===== config.mk =====
export PLATFORM = sky130hd
export DESIGN_NAME = pwm_quad
export DESIGN_NICKNAME = d
export VERILOG_FILES = /design/src/rtl/pwm_quad_pkg.sv /design/src/rtl/pwm_quad_prescale.sv /design/src/rtl/pwm_quad_counter.sv /design/src/rtl/pwm_quad_chbank.sv /design/src/rtl/pwm_quad.sv
export SDC_FILE = /design/constraint.sdc
export NUM_CORES = 1
export LEC_CHECK = 0
export BUFFER_PORTS_ARGS = -buffer_cell sky130_fd_sc_hd__buf_2
export CORE_ASPECT_RATIO = 0.75
export CORE_MARGIN = 2
export CORE_UTILIZATION = 30
export DETAILED_ROUTE_END_ITERATION = 8
export PLACE_DENSITY_LB_ADDON = 0.2
export SYNTH_ARGS = -nofsm -noshare
export SYNTH_HDL_FRONTEND = slang
export SYNTH_SLANG_ARGS = --single-unit
export TNS_END_PERCENT = 1

===== constraint.sdc =====
create_clock -name clk -period 6 [get_ports clk]
set_input_delay 0.3 -clock clk [delete_from_list [all_inputs] [get_ports clk]]
set_output_delay 0.3 -clock clk [all_outputs]
set_load 0.02 [all_outputs]

===== src/rtl/pwm_quad_pkg.sv =====
package pwm_quad_pkg;
    localparam int NUM_CH  = 4;
    localparam int VAL_W   = 15;
    localparam int PSC_W   = 3;
    localparam int WORD_W  = VAL_W + 1;

    typedef struct packed {
        logic             pol;
        logic [VAL_W-1:0] val;
    } cmp_word_t;

    localparam cmp_word_t WORD_IDLE = '{pol: 1'b1, val: '0};

    function automatic logic chan_level(input cmp_word_t w, input logic [VAL_W-1:0] cnt);
        logic below;
        below = (cnt < w.val);
        return w.pol ? below : ~below;
    endfunction
endpackage


===== src/rtl/pwm_quad_prescale.sv =====
module pwm_quad_prescale #(
    parameter int PSC_W = 3
) (
    input  logic             clk,
    input  logic             rst,
    input  logic             clr_i,
    input  logic [PSC_W-1:0] ps_i,
    output logic             tick_o
);
    localparam int DIV_W = (1 << PSC_W) - 1;

    logic [DIV_W-1:0] div_q;
    logic [DIV_W-1:0] limit;

    always_comb begin
        limit  = ~({DIV_W{1'b1}} << ps_i);
        tick_o = (div_q == limit);
    end

    always_ff @(posedge clk) begin
        if (rst || clr_i || tick_o) div_q <= '0;
        else                        div_q <= div_q + 1'b1;
    end

    AST_TICK_RESTARTS: assert property (@(posedge clk) disable iff (rst)
        tick_o |=> (div_q == '0));
endmodule


===== src/rtl/pwm_quad_counter.sv =====
module pwm_quad_counter #(
    parameter int VAL_W = 15
) (
    input  logic             clk,
    input  logic             rst,
    input  logic             clr_i,
    input  logic             tick_i,
    input  logic [VAL_W-1:0] top_i,
    output logic [VAL_W-1:0] cnt_o,
    output logic             wrap_o
);
    logic [VAL_W-1:0] cnt_q;

    assign cnt_o  = cnt_q;
    assign wrap_o = !clr_i && tick_i && (cnt_q == top_i);

    always_ff @(posedge clk) begin
        if (rst || clr_i)    cnt_q <= '0;
        else if (tick_i) begin
            if (cnt_q == top_i) cnt_q <= '0;
            else                cnt_q <= cnt_q + 1'b1;
        end
    end

    AST_WRAP_TO_ZERO: assert property (@(posedge clk) disable iff (rst)
        wrap_o |=> (cnt_q == '0));
    AST_HOLD_NO_TICK: assert property (@(posedge clk) disable iff (rst)
        (!clr_i && !tick_i) |=> $stable(cnt_q));
endmodule


===== src/rtl/pwm_quad_chbank.sv =====
module pwm_quad_chbank
    import pwm_quad_pkg::*;
#(
    parameter int NCH = NUM_CH
) (
    input  logic                   clk,
    input  logic                   rst,
    input  logic                   wr_i,
    input  logic [$clog2(NCH)-1:0] sel_i,
    input  cmp_word_t              data_i,
    input  logic                   load_now_i,
    input  logic                   stage_i,
    input  logic                   flush_i,
    input  logic                   wrap_i,
    output cmp_word_t [NCH-1:0]    active_o
);
    cmp_word_t [NCH-1:0] pend_q;
    cmp_word_t [NCH-1:0] staged_q;
    cmp_word_t [NCH-1:0] active_q;
    logic                stage_v_q;

    assign active_o = active_q;

    for (genvar i = 0; i < NCH; i++) begin : g_pend
        always_ff @(posedge clk) begin
            if (rst)                                       pend_q[i] <= WORD_IDLE;
            else if (wr_i && sel_i == ($clog2(NCH))'(i))   pend_q[i] <= data_i;
        end
    end

    always_ff @(posedge clk) begin
        if (rst) begin
            staged_q  <= {NCH{WORD_IDLE}};
            active_q  <= {NCH{WORD_IDLE}};
            stage_v_q <= 1'b0;
        end else if (flush_i) begin
            stage_v_q <= 1'b0;
        end else if (load_now_i) begin
            active_q  <= pend_q;
            stage_v_q <= 1'b0;
        end else if (wrap_i) begin
            if (stage_i)        active_q <= pend_q;
            else if (stage_v_q) active_q <= staged_q;
            stage_v_q <= 1'b0;
        end else if (stage_i) begin
            staged_q  <= pend_q;
            stage_v_q <= 1'b1;
        end
    end

    AST_NO_MIDPERIOD_LOAD: assert property (@(posedge clk) disable iff (rst)
        (!load_now_i && !wrap_i) |=> $stable(active_q));
endmodule


===== src/rtl/pwm_quad.sv =====
module pwm_quad
    import pwm_quad_pkg::*;
#(
    parameter int NCH = NUM_CH,
    parameter int VW  = VAL_W,
    parameter int PW  = PSC_W
) (
    input  logic                   clk,
    input  logic                   rst,
    input  logic                   enable_i,
    input  logic [PW-1:0]          prescale_i,
    input  logic [VW-1:0]          top_i,
    input  logic                   cmp_wr_i,
    input  logic [$clog2(NCH)-1:0] cmp_sel_i,
    input  logic [VW:0]            cmp_data_i,
    input  logic                   start_i,
    input  logic                   stop_i,
    input  logic [NCH-1:0]         pin_map_i,
    output logic [NCH-1:0]         pwm_o,
    output logic [NCH-1:0]         pwm_oe_o
);
    logic                run_q;
    logic                flush, load_now, stage, tick, wrap;
    logic [VW-1:0]       cnt;
    cmp_word_t [NCH-1:0] active;

    assign flush    = !enable_i || stop_i;
    assign load_now = !flush && start_i && !run_q;
    assign stage    = !flush && start_i && run_q;

    always_ff @(posedge clk) begin
        if (rst || flush) run_q <= 1'b0;
        else if (start_i) run_q <= 1'b1;
    end

    pwm_quad_prescale #(.PSC_W(PW)) u_psc (
        .clk(clk), .rst(rst), .clr_i(!run_q), .ps_i(prescale_i), .tick_o(tick)
    );

    pwm_quad_counter #(.VAL_W(VW)) u_cnt (
        .clk(clk), .rst(rst), .clr_i(!run_q), .tick_i(tick), .top_i(top_i),
        .cnt_o(cnt), .wrap_o(wrap)
    );

    pwm_quad_chbank #(.NCH(NCH)) u_bank (
        .clk(clk), .rst(rst), .wr_i(cmp_wr_i), .sel_i(cmp_sel_i),
        .data_i(cmp_word_t'(cmp_data_i)), .load_now_i(load_now), .stage_i(stage),
        .flush_i(flush), .wrap_i(wrap), .active_o(active)
    );

    for (genvar i = 0; i < NCH; i++) begin : g_out
        assign pwm_oe_o[i] = pin_map_i[i];
        assign pwm_o[i]    = run_q && pin_map_i[i] && chan_level(active[i], cnt);
    end

    AST_STOP_QUIETS: assert property (@(posedge clk) disable iff (rst)
        stop_i |=> (pwm_o == '0));
    AST_DISABLE_QUIETS: assert property (@(posedge clk) disable iff (rst)
        !enable_i |=> (pwm_o == '0));
    AST_IDLE_START_ZERO: assert property (@(posedge clk) disable iff (rst)
        (start_i && enable_i && !stop_i && !run_q) |=> (cnt == '0));
endmodule


# --- Yosys cells after proc, flatten, opt, wreduce, memory -nomap -nowiden ---
# Cells that the tools add are included.
totals:
  regBits: 216
  in_bits: 46
  wordCells: 87
classes:
  addsub: 2
  n_lt_le_gt_ge: 4
  eq_ne: 5
  shift: 1
  mux: 9
  bitwise_logic: 8
  n_reduce_logical: 30
ops:
  columns: ["cell", "n"]
  rows:
  - ["64-bit two-way mux", 4]
  - ["15-bit < comparator", 4]
  - ["1-bit logical AND", 17]
  - ["15-bit by 1-bit adder with 15-bit output, second input constant", 1]
  - ["15-bit == test", 1]
  - ["15-bit two-way mux", 1]
  - ["7-bit by 1-bit adder with 7-bit output, second input constant", 1]
  - ["7-bit == test", 1]
  - ["1-bit NOT", 7]
  - ["7-bit NOT", 1]
  - ["7-bit by 3-bit << shifter with 7-bit output, first input constant", 1]
  - ["2-bit == test, second input constant", 2]
  - ["1-bit logical OR", 4]
  - ["1-bit two-way mux", 4]
  - ["4-bit AND reduction", 1]
  - ["4-bit OR reduction", 1]
  - ["1-bit logical NOT", 3]
  - ["3-bit AND reduction", 1]
  - ["3-bit nonzero test", 1]
  - ["2-bit by 1-bit == test with 1-bit output, second input constant", 1]
  - ["2-bit logical NOT", 1]
  - ["2-bit nonzero test", 1]

# --- Logic depth before layout (Yosys ltp) ---
# Gate-level depths: netlist of the first run.
logic_depth:
  word_depth: 8
  mapped_depth: 10
  mapped_depth_nobuf: 8

# --- By module ---
# A second synthesis of the first run with hierarchy kept.
unflattened:
  hier_cells: 1335
  area_unflattened_um2: 10780.3
by_module_without_submodules:
  columns: ["mod", "instances", "cells_per_inst", "area_each_um2", "seq_area_each_um2"]
  rows:
  - ["pwm_quad_chbank", 1, 957, 7782.5, 3863.7]
  - ["pwm_quad", 1, 220, 1577.8, 20.0]
  - ["pwm_quad_counter", 1, 99, 890.9, 300.3]
  - ["pwm_quad_prescale", 1, 59, 529.3, 140.1]

# --- Worst setup path before layout of the first run ---
# OpenSTA, ideal clock, no wires.
synth_timing:
  path_kind: "input to register"
  from: "input prescale_i[1]"
  to: "register u_bank.active_q, in the netlist u_bank.active_o[0]"
  arrival_ps: 2455
  required_ps: 5879
  setup_slack_ps: 3424
  cell_stages: 10
  path_buffers: 4
  path_cell_list: "buf_6 or3_1 o31a_1 a22o_1 or2_1 buf_2 o31a_1 buf_6 buf_6 mux2_4"
synth_via:
  elab_chain_len: 7
synth_rtl:
  columns: ["item", "line_no", "source"]
  rows:
  - ["start: declaration", "pwm_quad.sv:11", "input logic [PW-1:0] prescale_i,"]
  - ["7-bit by 3-bit << shifter with 7-bit output", "pwm_quad_prescale.sv:16", "limit = ~({DIV_W{1'b1}} << ps_i);"]
  - ["7-bit NOT", "pwm_quad_prescale.sv:16", null]
  - ["7-bit == test", "pwm_quad_prescale.sv:17", "tick_o = (div_q == limit);"]
  - ["1-bit logical AND (2 in series)", "pwm_quad_counter.sv:15", "assign wrap_o = !clr_i && tick_i && (cnt_q == top_i);"]
  - ["2-bit nonzero test (no line)", null, null]
  - ["3-bit AND reduction (no line)", null, null]
  - ["end signal: assignment", "pwm_quad_chbank.sv:34", "active_q <= {NCH{WORD_IDLE}};"]
  - ["end signal: assignment", "pwm_quad_chbank.sv:39", "active_q <= pend_q;"]
  - ["end signal: assignment", "pwm_quad_chbank.sv:42", "if (stage_i) active_q <= pend_q;"]
  - ["end: declaration", "pwm_quad_chbank.sv:19", "cmp_word_t [NCH-1:0] active_q;"]
# Every way passes these cells.
# A chain may end at the register's enable or synchronous reset.

# --- Final worst setup path of the first run ---
layout_timing:
  from: "register u_cnt.cnt_q[12], in the netlist u_cnt.cnt_o[12]"
  to: "output pwm_o[2]"
layout_via:
  elab_chain_len: 4
layout_rtl:
  columns: ["item", "line_no", "source"]
  rows:
  - ["start: declaration", "pwm_quad_counter.sv:12", "logic [VAL_W-1:0] cnt_q;"]
  - ["start signal: assignment", "pwm_quad_counter.sv:21", "else cnt_q <= cnt_q + 1'b1;"]
  - ["15-bit < comparator *", "pwm_quad_pkg.sv:16", "below = (cnt < w.val);"]
  - ["1-bit NOT", "pwm_quad_pkg.sv:17", "return w.pol ? below : ~below;"]
  - ["1-bit two-way mux *", "pwm_quad_pkg.sv:17", null]
  - ["1-bit logical AND *", "pwm_quad.sv:53", "assign pwm_o[i] = run_q && pin_map_i[i] && chan_level(active[i], cnt);"]
  - ["end: declaration", "pwm_quad.sv:19", "output logic [NCH-1:0] pwm_o,"]
# Mark *: on every way between the ends. The rest lies on a longest branch, timed or not.

==> results of run 1 <==
registers in the layout, indices dropped and copies added, names as in the netlist:
name / cells
u_bank.stage_v_q: 1
u_bank.active_o: 64
u_bank.staged_q: 64
u_psc.div_q: 7
run_q: 1
u_bank.pend_q: 64
u_cnt.cnt_o: 15
metal layers:
| metal | wire length [um] | part of all wire (%) | GRT usage (%) |
|---|---|---|---|
| met1 | 15900 | 52 | 22.4 |
| met5 | 0 | 0 | 0 |
| met3 | 1090 | 3.5 | 2.13 |
| met4 | 645 | 2.1 | 3.35 |
| met2 | 13200 | 43 | 25.4 |
cell type report:
| class | count | area, um^2 | area share, % |
|---|---|---|---|
| inverters | 61 | 229 | 1.80 |
| well taps | 504 | 631 | 4.95 |
| clock buffers | 36 | 767 | 6.02 |
| clock inverters | 9 | 45.0 | 0.354 |
| multi-input cells | 985 | 6380 | 50.1 |
| flip-flops and latches | 216 | 4320 | 33.9 |
| repair buffers | 61 | 359 | 2.82 |
through the flow:
step | instances | utilization [%] | area [um^2] | power, mW
finish | 1872 | 34.3 | 12700 | 3.15
global route | 1872 | 34.3 | 12700 | 3.27
CTS | 1872 | 34.3 | 12700 | 3.20
detailed placement | 1827 | 32.2 | 11900 | 1.67
global placement | 1827 | 32.2 | 11900 | 1.67
floorplan | 1350 | - | 11300 | 1.61
report_power, final:
| part | total [mW] | switching [mW] | leakage [nW] | internal [mW] |
|---|---|---|---|---|
| Sequential | 1.46 | 0.0130 | 1.74 | 1.45 |
| Clock | 1.50 | 0.622 | 0.416 | 0.882 |
| Combinational | 0.178 | 0.120 | 2.48 | 0.0580 |
kinds of logic (layout without fill, tap and decap cells):
kind of cell / after synthesis / in the layout / share of synthesized area (%)
AO/OA/AOI/OAI: 196 / 196 / 9.84
XOR/XNOR: 34 / 34 / 2.63
adder cells (fa/ha/maj): 58 / 58 / 6.41
buffers and inverters: 149 / 167 / 5.70
flip-flops: 216 / 216 / 38.2
multiplexers: 128 / 128 / 13.8
AND/OR/NAND/NOR: 569 / 569 / 23.3
path summary, 6_finish.rpt:
path	startpoint	endpoint	slack (ns)	cells after the start
max	u_cnt.cnt_o[12]$_SDFFE_PP0N_	pwm_o[2]	2.76	8
min reg2reg	u_bank.pend_q[14]$_SDFFE_PP0P_	u_bank.pend_q[14]$_SDFFE_PP0P_	0.46	2
min	start_i	u_bank.stage_v_q$_SDFFE_PP0P_	0.08	2
max reg2reg	u_cnt.cnt_o[8]$_SDFFE_PP0N_	u_bank.active_o[6]$_SDFFE_PP0P_	3.08	7
cells in the final DEF (no fill, tap or decap), drive strengths merged, types with 12 or more instances in the layout:
cell / synthesis / final
nand4: 22 / 22
nor2: 101 / 101
nand3: 14 / 14
nor3: 12 / 12
nand2b: 117 / 117
mux2: 60 / 60
a21oi: 140 / 140
inv: 61 / 61
nand2: 261 / 261
ha: 58 / 58
buf: 29 / 60
clkbuf: 59 / 37
xnor2: 29 / 29
dfxtp: 216 / 216
a21o: 24 / 24
mux2i: 68 / 68
==> results.cfg, run 1 <==
[sta]
fin_crit_sh_pct = 53.9
final.min_clock_period_ns = 3.24
setup_tns_ns = 0
rsz0062_at_grt = no
max_freq_ghz = 0.309
whs_ns = 0.0775
hold_violations = 0
finalClockSkew_ns = 0.0112
finalSetupViolCount = 0
setup_slack_ns = 2.76
maxSlewViolCount = 0
relSlewSlack_pct = 20.0
worstMarginPinSlew_ns = 1.20

[final_layout]
n_fill_cell = 3940
syn_to_final_growth_pct = 12.6
drive_gt1_share_pct = 12.9
diodes = 0
fin_nets = 1454

[synthesis]
synthTopCellsByArea = dfxtp_1 (38%), nand2_1 (8.7%), mux2_4 (7.4%)
synthCells = 1350
synth_edf_count = 0
syn_avg_cell_area_um2 = 8.38
synth_top_cell_by_area = dfxtp_1
synth.most_common_cell = nand2_1
synth-main-ff-cell = dfxtp_1
synth_area_um2 = 11300
ys_seq_area_share_pct = 38.2
yosysWarnings = 0
postSynth.asyncResetShare_pct = 0
synth_common_cells = nand2_1 (261), dfxtp_1 (216), a21oi_1 (140)
ys_ff_latch = 216
syn_nets = 1454
yosysUniqueCellTypes = 46
synth_top_area_share_pct = 38.2

[worst_setup_path]
start_kind = register
cp_slowest_cell = dfxtp_1
critPathArrivalTime_ns = 2.94
critPathBufInv = 1
critPathCaptureType = primary output
cp_top_family = compound AO/OA/AOI/OAI gates
crit_chain = ha_1, a21o_1, a21o_1, a21oi_1, o21ai_0, a21oi_1, mux2i_1, buf_2
cpPeakStageDelay_ns = 0.63
cp.required_ns = 5.70
worst-path-max-fanout = 8
path_class = reg2out

[route]
wl_per_cell_um = 16.5
drt-initial-drc-count = 563
dr.pass1.iters = 5
drc = 0
vias = 8726
ant_nets = 0
drt-total-wl_mm = 30.8
via_per_inst = 4.66

[grt]
grt_first_pass_wirelength_mm = 48.4
grt_use_total_pct = 15.8
overflow = 0
grt_start_max_net_pins = 211
antenna_found_initial = 0
grt_pass1_vias = 8284

[pwr]
peakVddDrop_v = 0.000205
leakage_nw = 4.64
p_per_area_nw_per_um2 = 247

[outcome]
status = complete, no violations

[clocking]
cts_max_level = 1
clock_path_buffers = 3
clk_pin_slew_ns = 0.06
cts_inserted_buffers = 25
ctsHoldBuffers = 0
root_buffer = clkbuf_16
clk_latency_ns = 0.52
cts_tree = yes
post_cts_buffers = 0
clock_sinks = 216
cts_resized = 0

[hold_path]
min_path_type = in2reg

[floorplanning]
die-area_um2 = 39300
io_pins = 54
die_w_um = 228
rows = 61
start_util_pct = 30.5
core_area_um2 = 37100
die_y_um = 172

[place]
preCtsSetupSlack_ns = 2.88
port_buffers = 53
hpwl_mm = 19.1
gp_congestion = 0.780

[run]
drv_cap = 0
Power figures use the tool's default switching activity.
==> inputs of run 2 (changes only) <==
--- a/config.mk
+++ b/config.mk
@@ -5,6 +5,7 @@
 export SDC_FILE = /design/constraint.sdc
 export NUM_CORES = 1
 export LEC_CHECK = 0
+export ABC_AREA = 1
 export BUFFER_PORTS_ARGS = -buffer_cell sky130_fd_sc_hd__buf_2
 export CORE_ASPECT_RATIO = 0.75
 export CORE_MARGIN = 2
==> constraint.sdc (replaced) <==
create_clock -name clk -period 3.3 [get_ports clk]
set_input_delay 0.165 -clock clk [delete_from_list [all_inputs] [get_ports clk]]
set_output_delay 0.165 -clock clk [all_outputs]
set_load 0.02 [all_outputs]
==> run 2 against run 1 <==
Power grew 83%. Cell area grew 1.4%. Global-route usage grew 0.60 points. Hold slack lost 0.0017 ns. Critical path depth is the same. Core utilization grew 0.42 points. Synthesized area grew 0.21%. Sequential share of layout area shrank 0.48 points. Critical path type unchanged. Highest routed layer unchanged.
==> results.cfg, run 2 <==
[route]
vias = 9983
wl_per_cell_um = 14.6
via_per_inst = 4.53
drt-total-wl_mm = 32.2
dr.pass1.iters = 5
drc = 0
ant_nets = 0
drt-initial-drc-count = 667

[final_layout]
syn_to_final_growth_pct = 14.0
layout_common_cells = nand2_1 (346), inv_1 (243), dfxtp_1 (216)
layout_commonest_cell = nand2_1
n_fill_cell = 4078
fin_nets = 1789
drive_gt1_share_pct = 9.17
final_cell_area_um2 = 12900
stdcell_count = 2206
diodes = 0

[clocking]
clock_path_buffers = 3
clk_pin_slew_ns = 0.06
cts_max_level = 1
root_buffer = clkbuf_16
clk_latency_ns = 0.54
clock_sinks = 216
cts_inserted_buffers = 24
cts_tree = yes
cts_resized = 0

[synthesis]
postSynth.asyncResetShare_pct = 0
synth.most_common_cell = nand2_1
synth_area_um2 = 11300
ys_ff_latch = 216
synth_common_cells = nand2_1 (346), inv_1 (244), dfxtp_1 (216)
syn_avg_cell_area_um2 = 6.84
ys_seq_area_share_pct = 38.1
synth_edf_count = 0
synthTopCellsByArea = dfxtp_1 (38%), nand2_1 (11%), inv_1 (8.1%)
synth_top_area_share_pct = 38.1
synth-main-ff-cell = dfxtp_1
synthCells = 1658
syn_nets = 1762
synth_top_cell_by_area = dfxtp_1
yosysWarnings = 0
yosysUniqueCellTypes = 36

[grt]
overflow = 0
grt_first_pass_wirelength_mm = 51.5
grt_use_total_pct = 16.3
antenna_found_initial = 0
grt_start_max_net_pins = 121
grt_pass1_vias = 9251

[sta]
fin_crit_sh_pct = 83.5
setup_tns_ns = 0
rsz0062_at_grt = no
finalSetupViolCount = 0
hold_violations = 0
finalClockSkew_ns = 0.0177
max_freq_ghz = 0.363
maxSlewViolCount = 0
relSlewSlack_pct = 45.3
final.min_clock_period_ns = 2.76
worstMarginPinSlew_ns = 0.820

[worst_setup_path]
critPathCaptureType = primary output
crit_start = u_cnt.cnt_o[6]$_SDFFE_PP0N_
worst-path-max-fanout = 8
critPathArrivalTime_ns = 2.59
cp_slowest_cell = dfxtp_1
path_class = reg2out
cp.required_ns = 3.13
cpPeakStageDelay_ns = 0.55
r2r_start = u_cnt.cnt_o[9]$_SDFFE_PP0N_
crit_chain = ha_1, a21oi_1, o21ai_0, o21ai_0, nand3_1, nand3_1, nor2_1, buf_2
start_kind = register

[pwr]
p_per_area_nw_per_um2 = 444
power_mw = 5.74
leakage_nw = 4.92
peakVddDrop_v = 0.000369

[run]
drv_cap = 0

[place]
gp_congestion = 0.850
hpwl_mm = 22.5
place_area_um2 = 12000
post-place-cells = 2145
port_buffers = 53

[floorplanning]
rows = 61
io_pins = 54
die-area_um2 = 39400
core_area_um2 = 37200
die_w_um = 228
die_y_um = 172
start_util_pct = 30.5

[hold_path]
min_path_type = in2reg
min_from = start_i

[outcome]
status = complete, no violations
==> run 2: changes by cell type after synthesis, sizes merged, moves of 17 or more <==
cell	change
a21o	-24
mux2i	-68
o21ai	+137
a21oi	+43
buf	+25
nor2	+90
xnor2	-17
mux2	-56
clkbuf	-20
nand4	-18
inv	+188
nand2b	-117
nand2	+91
nand3	+97
==> run 2: cell families (layout without fill, tap and decap cells) <==
group,count (synthesis),after routing,share of synthesized area [%]
buf+inv,344,388,12.8
simple gates,674,674,24.6
fa+ha+maj,58,58,6.40
xor+xnor,25,25,1.93
mux,4,4,0.397
compound gates,337,337,15.7
flops,216,216,38.1
==> run 2: repair_timing <==
action	4_1_cts	5_1_grt
hold buffers	18	0
endpoints found under the setup margin	0	0
hold endpoints to repair	56	0
setup buffers	0	0
==> run 2: worst paths after layout <==
kind / end / slack, ns / cells after the start
worst max register to register: u_bank.active_o[52]$_SDFFE_PP0P_ / 0.88 / 11
worst min-delay path: run_q$_SDFFE_PP0P_ / 0.08 / 3
worst max-delay path: pwm_o[2] / 0.54 / 8
worst min register to register: u_bank.staged_q[53]$_SDFFE_PP0P_ / 0.46 / 2
==> run 2: metal layers <==
layer | routed length, um | GRT usage (%)
met1 | 18300 | 25.7
met2 | 12300 | 23.5
met3 | 999 | 2.03
met4 | 585 | 3.13
met5 | 0 | 0
==> run 2: area by class of cell <==
type / instances / area (um^2) / share of cell area, %
multi-input combinational: 1098 / 5580 / 43.2
sequential: 216 / 4320 / 33.5
inverter: 251 / 943 / 7.30
clock buffer: 36 / 696 / 5.38
timing repair buffer: 94 / 681 / 5.27
tap: 504 / 631 / 4.88
clock inverter: 7 / 71.3 / 0.552
==> run 2: critical path: cells and delay by family (launching register included) <==
kind            cells  cell delay [ns]
compound gates      3             0.78
flops               1             0.55
fa+ha+maj           1             0.31
buf+inv             1             0.15
simple gates        3             0.27
==> run 2: power by group <==
group | internal (mW) | switching [mW]
sequential | 2.66 | 0.0420
combinational | 0.132 | 0.269
clock | 1.53 | 1.11
total | 4.32 | 1.42
==> run 2: metrics by stage <==
stage | setup WS (ns) | hold WS, ns | util [%]
floorplan | 1.53 | 0.291 | -
global placement | 0.934 | 0.449 | 32.2
detailed placement | 0.881 | 0.454 | 32.2
CTS | 0.457 | 0.0535 | 34.8
global route | 0.345 | 0.0926 | 34.8
finish | 0.543 | 0.0759 | 34.8
